--- src/rtl/atx_csr_pkg.sv ---
package atx_csr_pkg;
    localparam int TX_N  = 3;
    localparam int ST_N  = 2;
    localparam int REG_W = 16;
    localparam int BUS_W = 24;
    localparam int FMT_W = REG_W - TX_N - 1 - ST_N;
    localparam int PAD_W = BUS_W - REG_W;

    // Register image, most significant field first
    typedef struct packed {
        logic [ST_N-1:0]  stat;
        logic             irq_en;
        logic [FMT_W-1:0] fmt;
        logic [TX_N-1:0]  en;
    } csr_word_t;

    typedef struct packed {
        logic             irq_en;
        logic [FMT_W-1:0] fmt;
        logic [TX_N-1:0]  en;
    } ctrl_t;

    function automatic ctrl_t ctrl_of(logic [REG_W-1:0] w);
        csr_word_t c;
        ctrl_t     r;
        c        = csr_word_t'(w);
        r.irq_en = c.irq_en;
        r.fmt    = c.fmt;
        r.en     = c.en;
        return r;
    endfunction

    function automatic logic [ST_N-1:0] stat_of(logic [REG_W-1:0] w);
        csr_word_t c;
        c = csr_word_t'(w);
        return c.stat;
    endfunction

    // Guarded bits: all control bits except the interrupt enable
    function automatic logic guarded_change(ctrl_t old_c, ctrl_t new_c);
        return (old_c.fmt != new_c.fmt) || (old_c.en != new_c.en);
    endfunction
endpackage

--- src/rtl/atx_ctrl_reg.sv ---
module atx_ctrl_reg
    import atx_csr_pkg::*;
(
    input  logic             clk,
    input  logic             rst,
    input  logic             soft_rst,
    input  logic             wr_en,
    input  logic [REG_W-1:0] wr_word,
    input  logic             in_ind_rst,
    output ctrl_t            ctrl,
    output logic             perr
);
    ctrl_t nxt;
    assign nxt = ctrl_of(wr_word);

    always_ff @(posedge clk) begin
        if (rst || soft_rst) begin
            ctrl <= '0;
            perr <= 1'b0;
        end else begin
            perr <= wr_en && !in_ind_rst && guarded_change(ctrl, nxt);
            if (wr_en) ctrl <= nxt;
        end
    end
endmodule

--- src/rtl/atx_ind_rst.sv ---
module atx_ind_rst
    import atx_csr_pkg::*;
(
    input  logic            clk,
    input  logic            rst,
    input  logic            soft_rst,
    input  logic [TX_N-1:0] en,
    output logic            in_ind_rst
);
    always_ff @(posedge clk) begin
        if (rst || soft_rst) in_ind_rst <= 1'b1;
        else                 in_ind_rst <= ~(|en);
    end
endmodule

--- src/rtl/atx_status.sv ---
module atx_status
    import atx_csr_pkg::*;
(
    input  logic            clk,
    input  logic            rst,
    input  logic            soft_rst,
    input  logic            hold_clr,
    input  logic [ST_N-1:0] evt,
    input  logic            wr_en,
    input  logic [ST_N-1:0] clr_mask,
    output logic [ST_N-1:0] stat
);
    for (genvar i = 0; i < ST_N; i++) begin : g_bit
        always_ff @(posedge clk) begin
            if (rst || soft_rst || hold_clr) stat[i] <= 1'b0;
            else if (evt[i])                 stat[i] <= 1'b1;
            else if (wr_en && clr_mask[i])   stat[i] <= 1'b0;
        end
    end
endmodule

--- src/rtl/atx_line_gate.sv ---
module atx_line_gate
    import atx_csr_pkg::*;
(
    input  logic [TX_N-1:0] en,
    input  logic [TX_N-1:0] raw,
    output logic [TX_N-1:0] line
);
    for (genvar i = 0; i < TX_N; i++) begin : g_line
        assign line[i] = en[i] ? raw[i] : 1'b1;
    end
endmodule

--- src/rtl/atx_csr.sv ---
module atx_csr
    import atx_csr_pkg::*;
(
    input  logic             clk,
    input  logic             rst,
    input  logic             soft_rst,
    input  logic             stop_in,
    input  logic             wr_en,
    input  logic [BUS_W-1:0] wdata,
    output logic [BUS_W-1:0] rdata,
    input  logic [ST_N-1:0]  tx_evt,
    input  logic [TX_N-1:0]  sdo_raw,
    output logic [TX_N-1:0]  sdo,
    output logic [TX_N-1:0]  tx_en,
    output logic [FMT_W-1:0] fmt,
    output logic             irq_en,
    output logic             ind_rst,
    output logic             proto_err
);
    ctrl_t           ctrl;
    logic [ST_N-1:0] stat;
    logic            hold;
    csr_word_t       view;

    assign hold = ind_rst | stop_in;

    atx_ctrl_reg u_ctrl (
        .clk(clk), .rst(rst), .soft_rst(soft_rst), .wr_en(wr_en),
        .wr_word(wdata[REG_W-1:0]), .in_ind_rst(ind_rst),
        .ctrl(ctrl), .perr(proto_err)
    );

    atx_ind_rst u_ind (
        .clk(clk), .rst(rst), .soft_rst(soft_rst), .en(ctrl.en),
        .in_ind_rst(ind_rst)
    );

    atx_status u_stat (
        .clk(clk), .rst(rst), .soft_rst(soft_rst), .hold_clr(hold),
        .evt(tx_evt), .wr_en(wr_en), .clr_mask(stat_of(wdata[REG_W-1:0])),
        .stat(stat)
    );

    atx_line_gate u_gate (
        .en(ctrl.en), .raw(sdo_raw), .line(sdo)
    );

    always_comb begin
        view.en     = ctrl.en;
        view.fmt    = ctrl.fmt;
        view.irq_en = ctrl.irq_en;
        view.stat   = stat & ~{ST_N{hold}};
    end

    assign rdata  = {{PAD_W{1'b0}}, view};
    assign tx_en  = ctrl.en;
    assign fmt    = ctrl.fmt;
    assign irq_en = ctrl.irq_en;
endmodule

--- config.mk ---
export PLATFORM = sky130hd
export DESIGN_NAME = atx_csr
export DESIGN_NICKNAME = d
export VERILOG_FILES = /design/src/rtl/atx_csr_pkg.sv /design/src/rtl/atx_ctrl_reg.sv /design/src/rtl/atx_ind_rst.sv /design/src/rtl/atx_status.sv /design/src/rtl/atx_line_gate.sv /design/src/rtl/atx_csr.sv
export SDC_FILE = /design/constraint.sdc
export NUM_CORES = 1
export LEC_CHECK = 0
export BUFFER_PORTS_ARGS = -buffer_cell sky130_fd_sc_hd__buf_4
export CORE_ASPECT_RATIO = 0.5
export CORE_MARGIN = 2
export CORE_UTILIZATION = 35
export DETAILED_ROUTE_END_ITERATION = 10
export GPL_ROUTABILITY_DRIVEN = 0
export PLACE_DENSITY = 0.75
export SYNTH_ARGS = -nofsm -noshare
export SYNTH_HDL_FRONTEND = slang
export SYNTH_SLANG_ARGS = --single-unit
export TNS_END_PERCENT = 1
--- constraint.sdc ---
create_clock -name clk -period 1.09 [get_ports clk]
set_input_delay 0.218 -clock clk [delete_from_list [all_inputs] [get_ports clk]]
set_output_delay 0.218 -clock clk [all_outputs]
set_load 0.02 [all_outputs]
* Word level (Yosys, flattened, before mapping) *
Index checks and enable logic that the tools add are counted.

storage, ports and cells
  register bits = 18
  bits in latches = 0
  bits in writable memories = 0
  bits in read-only memories = 0
  bits of input ports = 34
  word-level logic and storage cells = 31
  memories kept = 0

cells by class
  $add $sub $neg = 0
  $mul = 0
  divide/modulo/power cells = 0
  $lt $le $gt $ge = 0
  eq/ne operators = 2
  shifts and indexed selects = 0
  mux-type cells = 7
  bitwise gates (word level) = 4
  reductions and logical operators = 11

operators with widths
  cell                    number
  inequality test 10 bit  1
  2-to-1 mux 1 bit        7
  logical AND 1 bit       4
  nonzero test 2 bit      2
  logical OR 1 bit        3
  inequality test 3 bit   1
  OR reduction 3 bit      1
  bitwise AND 2 bit       1
  inverter 2 bit          1
  zero test 1 bit         1
  inverter 1 bit          1
  bitwise OR 1 bit        1

* Depth between registers and ports, before layout *
Gate-level depths: netlist of the first run.

  depth in word-level cells = 3
  gate-level depth with buffers = 4
  depth with buffers taken out = 4

* By module *
From an unflattened synthesis of the first run, not the netlist that was laid out.

unflattened totals
  cell total of the unflattened synthesis = 106
  area, all modules = 1006.0 um^2

by module, submodules not included
  module         times used  cells each  area each (um^2)  seq. area each (um^2)
  atx_ctrl_reg   1           67          685.7             300.3
  atx_csr        1           26          190.2             0.0
  atx_status     1           7           80.1              40.0
  atx_ind_rst    1           3           31.3              20.0
  atx_line_gate  1           3           18.8              0.0

* Worst setup path after synthesis of the first run *
No wires, ideal clock.

  path kind = reg2out
  from = reg u_ind.in_ind_rst
  to = out rdata[14]
  arrival = 975 ps
  slack = -103 ps
  stages on the path, launching flop included = 2
  cell sequence = dfxtp_1 -> nor3b_1

between the ends
  word-level cells in the longest chain between the ends = 3

RTL lines
  element                   line               source
  start: declaration        atx_ind_rst.sv:8   output logic in_ind_rst
  start signal: assignment  atx_ind_rst.sv:12  else in_ind_rst <= ~(|en);
  bitwise OR 1 bit          atx_csr.sv:25      assign hold = ind_rst | stop_in;
  inverter 2 bit            atx_csr.sv:52      view.stat = stat & ~{ST_N{hold}};
  bitwise AND 2 bit         atx_csr.sv:52
  end: declaration          atx_csr.sv:10      output logic [BUS_W-1:0] rdata,

Every way passes these cells.

* Worst setup path after layout of the first run *
  from = reg u_ctrl.ctrl[0] (netlist name)
  to = out sdo[0]

between the ends
  word-level cells in the longest chain between the ends = 1

RTL lines
  element           line                source
  2-to-1 mux 1 bit  atx_line_gate.sv:9  assign line[i] = en[i] ? raw[i] : 1'b1;
  end: declaration  atx_csr.sv:13       output logic [TX_N-1:0] sdo,

Every way passes these cells.

==> impl_results.md, run 1 <==
- Max-slew violations: 0
- RSZ-0062 raised after global routing: yes
- Fmax: 779 MHz
- Root Buffer: clkbuf_8
- Post-layout util: 63.4%
- Failing checks: setup timing
- Bufs on Longest Clock Path: 2
- Share of cells above drive strength 1: 60.9%
- Core area: 2650 um^2
- Post-Syn Instances: 106
- Starting Density: 37.7%
- Dpl cell area: 1460 um^2
- Critical path, cell by cell: buf_6 -> or2b_1 -> buf_6
- Power Density: 924 nW/um^2
- Synth Area in XOR/XNOR: 12.9%
- Finished Layout Cells: 206
- CTS Buf Count: 3
- Post-Syn Area: 998 um^2
- Global route overflow: 0
- Area growth syn-to-layout: 68.4%
- Largest vdd supply drop: 0.533 mV
- Yosys warnings: 0
- Cells after DPL: 201
- Crit share post-route: 118%
- Commonest non-fill, non-tap cells in the layout: buf_4 (49), buf_6 (30), mux2i_1 (14), nor2_1 (14), dfxtp_2 (11)
- Iter 0 DRT Violations: 20
- Initial antenna violation count: 0
- Top cell type by total area after synthesis: dfxtp_1
- Final Power: 1.55 mW
- Final Worst Setup Slack: -0.193 ns
- Die width: 79.5 um
- Later-pin clock latency in the skew report: 0.25 ns
- CTS tree: built
- CP delay by family, top: flip-flops
- I/O pins: 77
- Worst EP arrival: 1.07 ns
- Pint: 1.13 mW
- Setup Slack @ Placement: -0.0980 ns
- Nature of the critical path endpoint: primary output
- Fin Setup TNS: -0.807 ns
- Crit-path max FO: 2
- Leakage: 0.804 nW
- # H-tree levels: 1
- Clock power share: 29.3%
- Max Cap Viol: 0
- Switching part of the total: 27.0%
- Seq cells post-synth: 18
- Die area: 3320 um^2
- Cell variety after synth: 21
- Slowest stage cell, crit path: dfxtp_2
- Largest net degree at the start of global routing: 11
- Cell area after layout: 1680 um^2
- Routed length per instance: 12.8 um
- Seq pwr share: 44.7%
- Setup Skew: 0.00140 ns
- Clock sinks: 18
- Worst setup SP type: flip-flop
- GRT Resource Usage Total: 15.5%
- Synth area leaders: dfxtp_1 (36%), buf_4 (17%), mux2i_1 (14%)
- Setup CP Type: flip-flop to primary output
- Switching Power: 0.420 mW
- Number of synthesized flops with an enable pin: 0
- Average size of a mapped cell: 9.42 um^2
- Synth Area in Compound Gates: 2.51%
- Finish-stage setup viols: 8
- Die Y: 41.8 um
- Critical Path Max Stage Delay: 0.34 ns
- Comb pwr share: 26.1%
- Final hold slack: 0.168 ns
- Post-synthesis mux area share: 14.0%
- Largest family of logic cells by synthesized area: buffers and inverters
- R2R Setup Slk: -0.17 ns
- Commonest non-fill, non-tap cell in the layout: buf_4
- Worst Hold Class: input pin to flip-flop
- Vias: 885
- Adder-cell share of the synthesized area: 0%
- Post-Synth Simple-Gate Area: 15.0%
- Final hold vios: 0
- Clock-pin slew on the worst setup and hold paths: 0.06 ns
- Seq/Total Area, Yosys: 36.1%
- Post-CTS Hold Fix Bufs: 0
- Via-per-instance ratio: 4.30
- I/O Buffers: 60
- Buf/Inv on CP: 2
- First-pass DRT Iterations: 4
- Fin nets: 205
- Routed wire length: 2630 um
- Vias in the first global route: 903
- FP Rows: 13
- CP required: 0.87 ns
- Yosys top cell area share: 36.1%
- Post-route ant nets: 0
- Top FF cell, synth: dfxtp_1
- Most used cell, CP: buf_6
- Dpl hpwl: 1900 um
- Final routed DRC violation total: 0
- Status: finished, violations left
- Tmin final: 1.28 ns
- ANT cells: 0
- First-pass GRT wire length: 3960 um
- Post-synth ARST share: 0%
-- state kept, by name, summed over array words and instances (netlist names) --
register / flops
u_stat.stat: 2
u_ind.in_ind_rst: 1
u_ctrl.ctrl: 14
u_ctrl.perr: 1
-- synthesized netlist by cell type, types with 2 or more instances --
library cell,instances
a21oi_1,2
or2_1,2
nand4_1,2
or2b_1,2
nor2_1,14
nand2_1,2
xor2_1,3
buf_2,2
nor3_1,2
mux2i_1,14
xor2_2,2
buf_4,23
nor4_1,3
xnor2_1,8
dfxtp_1,18
nor3b_1,2
-- final cells by class --
type	count	area [um^2]
Tap cell	37	46.3
Multi-Input combinational cell	68	503
Fill cell	210	970
Timing Repair Buffer	79	706
Sequential cell	18	382
Clock buffer	3	41.3
Inverter	1	3.75
-- what timing repair did --
item | in CTS | in global routing
endpoints found under the setup margin | 15 | 31
gates resized for setup | 18 | 32
buffers inserted | 2 | 0
pin swaps | 1 | 2
-- power by group through the flow --
stage               sequential [mW]  combinational [mW]  clock (mW)
finish                        0.693               0.405       0.455
global route                  0.695               0.433       0.510
detailed placement            0.707               0.366           0
floorplan                     0.734               0.196           0
CTS                           0.694               0.384       0.474
global placement              0.706               0.361           0
-- routing by layer --
metal | part of all wire [%] | track usage [%] | up-vias
met1 | 40 | 17.0 | 406
met2 | 53 | 28.2 | 30
met3 | 5.3 | 4.57 | 5
met4 | 1.4 | 6.21 | 0
li1 | - | - | 444
met5 | 0 | 0 | -
-- cells by family (layout without fill, tap and decap cells) --
| logic type | after synthesis | in the layout |
|---|---|---|
| AO/OA/AOI/OAI | 3 | 3 |
| XOR/XNOR | 13 | 13 |
| buffers and inverters | 27 | 83 |
| flip-flops | 18 | 18 |
| multiplexers | 14 | 14 |
| other | 1 | 8 |
| AND/OR/NAND/NOR | 30 | 30 |
-- final timing paths --
check	startpoint	endpoint	depth (start not counted)
worst min-delay path	stop_in	u_stat.stat[0]	2
worst max register to register	u_ctrl.ctrl[0]	u_ctrl.perr	5
worst min register to register	u_ind.in_ind_rst	u_stat.stat[0]	1
worst max-delay path	u_ctrl.ctrl[0]	sdo[0]	3
No activity file was read; power rests on OpenSTA's default activity.
==> inputs of run 2 (changes only) <==
- CORE_ASPECT_RATIO: 0.5 -> default
- CORE_UTILIZATION: 35 -> 39
- PLACE_DENSITY: 0.75 -> 0.79
- clock period: 1.09 -> 1.4 ns (I/O delays scaled with it)
==> run 2 against run 1 <==
Compared with the run above:
- the run now ends clean
- flip-flop and latch count stayed put
- cell area is 18% lower
- utilization is 7.3 points lower
==> impl_results.md, run 2 (synthesis results as in run 1) <==
- Worst EP arrival: 1.06 ns (was 1.07 ns)
- Fmax: 744 MHz
- Worst Hold Class: input pin to flip-flop (unchanged)
- Final Power: 1.11 mW (was 1.55 mW)
- Crit-path max FO: 6 (was 2)
- Later-pin clock latency in the skew report: 0.29 ns (was 0.25 ns)
- Max Cap Viol: 0 (unchanged)
- Worst setup SP type: flip-flop (unchanged)
- CTS Buf Count: 3 (unchanged)
- Setup Slack @ Placement: 0.217 ns (was -0.0980 ns)
- RSZ-0062 raised after global routing: no (was yes)
- Initial antenna violation count: 0 (unchanged)
- Final Worst Setup Slack: 0.0560 ns (was -0.193 ns)
- Die area: 2980 um^2 (was 3320 um^2)
- Power Density: 806 nW/um^2 (was 924 nW/um^2)
- Crit share post-route: 96.0%
- Core area: 2450 um^2 (was 2650 um^2)
- FP Rows: 18 (was 13)
- Dpl cell area: 1340 um^2 (was 1460 um^2)
- Clock sinks: 18 (unchanged)
- Routed length per instance: 10.7 um (was 12.8 um)
- Dpl hpwl: 1540 um (was 1900 um)
- First-pass GRT wire length: 3010 um (was 3960 um)
- Bufs on Longest Clock Path: 2 (unchanged)
- Max FFs per register: 14 (unchanged)
- Leakage: 0.674 nW (was 0.804 nW)
- # H-tree levels: 1 (unchanged)
- Commonest non-fill, non-tap cells in the layout: buf_4 (60), dfxtp_1 (16), mux2i_1 (14), nor2_1 (14) (was buf_4 (49), buf_6 (30), mux2i_1 (14), nor2_1 (14), dfxtp_2 (11))
- Root Buffer: clkbuf_4 (was clkbuf_8)
- Vias: 812 (was 885)
- Tmin final: 1.34 ns
- Die Y: 54.6 um (was 41.8 um)
- R2R Setup Slk: 0.26 ns (was -0.17 ns)
- Largest net degree at the start of global routing: 18 (was 11)
- Starting Density: 40.7% (was 37.7%)
- Final routed DRC violation total: 0 (unchanged)
- Largest regs: u_ctrl.ctrl: 14 flops, u_stat.stat: 2 flops (unchanged)
- Biggest register: u_ctrl.ctrl (unchanged)
- Max-slew violations: 0 (unchanged)
- Post-route ant nets: 0 (unchanged)
- GRT Resource Usage Total: 14.1% (was 15.5%)
- Vias in the first global route: 700 (was 903)
- Setup CP Type: flip-flop to primary output (unchanged)
- Nature of the critical path endpoint: primary output (unchanged)
- Finish-stage setup viols: 0 (was 8)
- Cell area after layout: 1380 um^2 (was 1680 um^2)
- Final hold slack: 0.167 ns (was 0.168 ns)
- I/O pins: 77 (unchanged)
- Area growth syn-to-layout: 38.1% (was 68.4%)
- Fin nets: 187 (was 205)
- Clock-pin slew on the worst setup and hold paths: 0.11 ns (was 0.06 ns)
- Routed wire length: 1950 um (was 2630 um)
- Commonest non-fill, non-tap cell in the layout: buf_4 (unchanged)
- Die width: 54.6 um (was 79.5 um)
- Setup Buffers After CTS: 0 (was 2)
- I/O Buffers: 60 (unchanged)
- Share of cells above drive strength 1: 46.1% (was 60.9%)
- First-pass DRT Iterations: 3 (was 4)
- Via-per-instance ratio: 4.46 (was 4.30)
- CP required: 1.12 ns (was 0.87 ns)
- Final hold vios: 0 (unchanged)
- Setup Skew: 0.00469 ns (was 0.00140 ns)
- Status: finished, final reports clean (was finished, violations left)
- Iter 0 DRT Violations: 4 (was 20)
- Largest vdd supply drop: 0.663 mV (was 0.533 mV)
- Global route overflow: 0 (unchanged)
- ANT cells: 0 (unchanged)
- CTS tree: built (unchanged)
run 2: cell count changes in the layout (fill, tap and decap cells not counted), moves of 2 or more:
cell	change
clkbuf_8	-2
nor3b_1	+2
clkbuf_4	+3
nor3b_2	-2
buf_6	-29
dfxtp_1	+11
dfxtp_2	-10
buf_4	+11
run 2: worst paths after layout:
check	start	end	cells after the start
max reg2reg	u_ctrl.ctrl[7]	u_ctrl.perr	4
min reg2reg	u_ctrl.ctrl[13]	u_ctrl.ctrl[13]	2
min	stop_in	u_stat.stat[0]	2
max	u_ind.in_ind_rst	rdata[14]	2
run 2: per-layer routing:
layer,routed length (um),share of wire (%),global-route usage (%)
met5,0,0,0
met1,852,44,19.3
met4,14,0.72,6.25
met2,906,47,20.8
met3,172,8.8,3.28
run 2: timing repair:
action,4_1_cts,5_1_grt
hold buffers,0,0
endpoints found under the setup margin,2,2
gates cloned,0,0
pin swaps,0,0
gates resized for setup,4,1
run 2: layout make-up:
class / instances / area [um^2]
well taps: 30 / 37.5
repair buffers: 61 / 462
multi-input cells: 68 / 474
flip-flops and latches: 18 / 365
clock buffers: 4 / 36.3
fillers: 224 / 1080
inverters: 1 / 3.75
run 2: power by group:
group | total [mW] | switching [mW] | internal [mW] | leakage [nW]
sequential | 0.544 | 0.0182 | 0.525 | 0.148
combinational | 0.251 | 0.126 | 0.124 | 0.505
clock | 0.317 | 0.159 | 0.158 | 0.0210
total | 1.11 | 0.303 | 0.808 | 0.674
run 2: per-stage QoR:
step	setup TNS (ns)	cells	utilization, %
finish	0	182	56.2
global route	0	182	56.2
CTS	-0.00237	183	56.5
detailed placement	0	179	54.6
global placement	0	179	54.6
floorplan	0	113	-
run 2: critical path, cell delays in order (launching register included):
cell     delay (ns)
dfxtp_1        0.38
nor3b_1        0.23
buf_4          0.17
==> inputs of run 3 (changes only) <==
- CORE_MARGIN: 2 -> 8
==> run 3 against run 2 <==
Compared with the run above:
- die area up 49%
- critical path type unchanged
- maximum frequency down 2.7%
- worst setup slack worse by 0.037 ns
- critical path depth up 1
- sequential share of layout area is 0.38 points lower
- clock power about the same
- global-route usage fell by 3.0 points
- total power up 0.84%
- count of clock-buffer cells in the layout stayed put
- utilization up 1.0 points
- first-iteration DRC count up 50%
==> impl_results.md, run 3 (synthesis results as in run 1) <==
- Starting Density: 40.7% (unchanged)
- Share of cells above drive strength 1: 48.1% (was 46.1%)
- Setup CP Type: flip-flop to primary output (unchanged)
- Bufs on Longest Clock Path: 2 (unchanged)
- CP delay by family, top: flip-flops (unchanged)
- GRT Resource Usage Total: 11.1% (was 14.1%)
- Largest net degree at the start of global routing: 18 (unchanged)
- Core area: 2450 um^2 (unchanged)
- Final Power: 1.12 mW (was 1.11 mW)
- I/O Buffers: 60 (unchanged)
- Finish-stage setup viols: 0 (unchanged)
- Buf/Inv on CP: 2 (was 1)
- Later-pin clock latency in the skew report: 0.29 ns (about the same)
- First-pass DRT Iterations: 4 (was 3)
- Fmax: 724 MHz (was 744 MHz)
- Post-route ant nets: 0 (unchanged)
- Critical Path Max Stage Delay: 0.34 ns (was 0.38 ns)
- Worst r2r src: u_ctrl.ctrl[0] (was u_ctrl.ctrl[7])
- Dpl hpwl: 2080 um (was 1540 um)
- Via-per-instance ratio: 4.52 (was 4.46)
- Crit share post-route: 98.7% (was 96.0%)
- # H-tree levels: 1 (unchanged)
- Power Density: 798 nW/um^2 (was 806 nW/um^2)
- Clock-pin slew on the worst setup and hold paths: 0.10 ns (was 0.11 ns)
- Worst Hold Class: input pin to flip-flop (unchanged)
- RSZ-0062 raised after global routing: yes (was no)
- Max Cap Viol: 0 (unchanged)
- Leakage: 0.685 nW (was 0.674 nW)
- Worst setup SP type: flip-flop (unchanged)
- First-pass GRT wire length: 3880 um (was 3010 um)
- Routed wire length: 2550 um (was 1950 um)
- I/O pins: 77 (unchanged)
- Largest vdd supply drop: 0.525 mV (was 0.663 mV)
- Commonest non-fill, non-tap cells in the layout: buf_4 (61), dfxtp_1 (15), mux2i_1 (14), nor2_1 (14) (was buf_4 (60), dfxtp_1 (16), mux2i_1 (14), nor2_1 (14))
- Cell area after layout: 1400 um^2 (was 1380 um^2)
- Clock sinks: 18 (unchanged)
- Area growth syn-to-layout: 40.6% (was 38.1%)
- CTS tree: built (unchanged)
- Comb pwr share: 23.1% (was 22.6%)
- Dpl cell area: 1340 um^2 (unchanged)
- Cells after DPL: 179 (unchanged)
- Slowest stage cell, crit path: dfxtp_2 (was dfxtp_1)
- HP Start: stop_in (unchanged)
- Fin Setup TNS: 0 ns (unchanged)
- R2R Setup Slk: 0.15 ns (was 0.26 ns)
- Status: finished, final reports clean (unchanged)
- Finished Layout Cells: 184 (was 182)
- Tmin final: 1.38 ns (was 1.34 ns)
- Switching Power: 0.309 mW (was 0.303 mW)
- Max-slew violations: 0 (unchanged)
- Worst min-delay path endpoint: u_stat.stat[0] (unchanged)
- Final hold slack: 0.171 ns (was 0.167 ns)
- Pint: 0.811 mW (was 0.808 mW)
- Most used cell, CP: buf_6
- Commonest non-fill, non-tap cell in the layout: buf_4 (unchanged)
- CP required: 1.12 ns (about the same)
- Critical path, cell by cell: buf_6 -> or2b_1 -> buf_6 (was nor3b_1 -> buf_4)
- Vias: 831 (was 812)
- Final routed DRC violation total: 0 (unchanged)
- Die width: 66.6 um (was 54.6 um)
- Worst EP arrival: 1.10 ns (was 1.06 ns)
- Vias in the first global route: 900 (was 700)
- Fin nets: 189 (was 187)
- Setup Skew: 0.00504 ns (was 0.00469 ns)
- CTS Buf Count: 3 (unchanged)
- Crit-path max FO: 5 (was 6)
- Die Y: 66.6 um (was 54.6 um)
- Biggest register: u_ctrl.ctrl (unchanged)
- Largest regs: u_ctrl.ctrl: 14 flops, u_stat.stat: 2 flops (unchanged)
- Nature of the critical path endpoint: primary output (unchanged)
- Routed length per instance: 13.8 um (was 10.7 um)
- Max FFs per register: 14 (unchanged)
- ANT cells: 0 (unchanged)
- Final hold vios: 0 (unchanged)
- FP Rows: 18 (unchanged)
- Clock power share: 28.3% (was 28.5%)
- Global route overflow: 0 (unchanged)
- Critical R2R Capture: u_ctrl.perr (unchanged)
- Switching part of the total: 27.6% (was 27.3%)
- Die area: 4430 um^2 (was 2980 um^2)
- Seq pwr share: 48.5% (was 48.9%)
- FILL cells: 216 (was 224)
- Iter 0 DRT Violations: 6 (was 4)
- Root Buffer: clkbuf_4 (unchanged)
- Initial antenna violation count: 0 (unchanged)
- Worst hold stages: 2 (unchanged)
- Worst r2r path cells: 5 (was 4)
[run 3: worst register-to-register path: stages (launching register included)]
cell and delay [ns]:
dfxtp_2 0.33, buf_4 0.13, xnor2_1 0.20, nand4_1 0.11, nor3_1 0.27, a2111oi_2 0.10
[run 3: timing repair]
| item | CTS | global route |
|---|---|---|
| pin swaps | 0 | 0 |
| resized for setup | 5 | 2 |
| endpoints found under the setup margin | 3 | 4 |
| buffers inserted | 0 | 1 |
| hold buffers | 0 | 0 |
[run 3: metrics by stage]
stage | utilization (%) | setup WS [ns]
4_1_cts | 56.7 | -0.00574
3_3_place_gp | 54.6 | 0.205
3_5_place_dp | 54.6 | 0.196
6_report | 57.2 | 0.0186
2_1_floorplan | - | 0.145
5_1_grt | 57.2 | -0.0270
[run 3: routing by layer]
metal | vias up | global-route usage (%) | routed length, um
met3 | 4 | 4.87 | 259
met5 | - | 0 | 0
met2 | 40 | 19.4 | 1290
met4 | 0 | 4.00 | 17
met1 | 377 | 11.4 | 980
li1 | 410 | - | -
[run 3: final cells by class]
type	count	area [um^2]	area share [%]
repair buffers	63	480	34.2
flip-flops and latches	18	367	26.1
inverters	1	3.75	0.267
clock buffers	4	36.3	2.58
well taps	30	37.5	2.67
multi-input cells	68	479	34.1
[run 3: power by group through the flow]
stage	Sequential, mW	Clock, mW	Combinational (mW)
4_1_cts	0.545	0.325	0.259
5_1_grt	0.547	0.345	0.279
2_1_floorplan	0.571	0	0.153
3_5_place_dp	0.556	0	0.257
6_report	0.544	0.318	0.259
3_3_place_gp	0.555	0	0.251
[run 3: worst max-delay path by stage]
| stage | startpoint | end | cells after the start |
|---|---|---|---|
| 2_1_floorplan | u_ind.in_ind_rst | rdata[14] | 1 |
| 3_3_place_gp | wdata[0] | u_ctrl.perr | 5 |
| 3_5_place_dp | soft_rst | u_stat.stat[1] | 3 |
| 4_1_cts | u_ctrl.ctrl[0] | sdo[0] | 3 |
| 5_1_grt | u_ctrl.ctrl[0] | sdo[0] | 3 |
| 6_report | u_ctrl.ctrl[0] | sdo[0] | 3 |
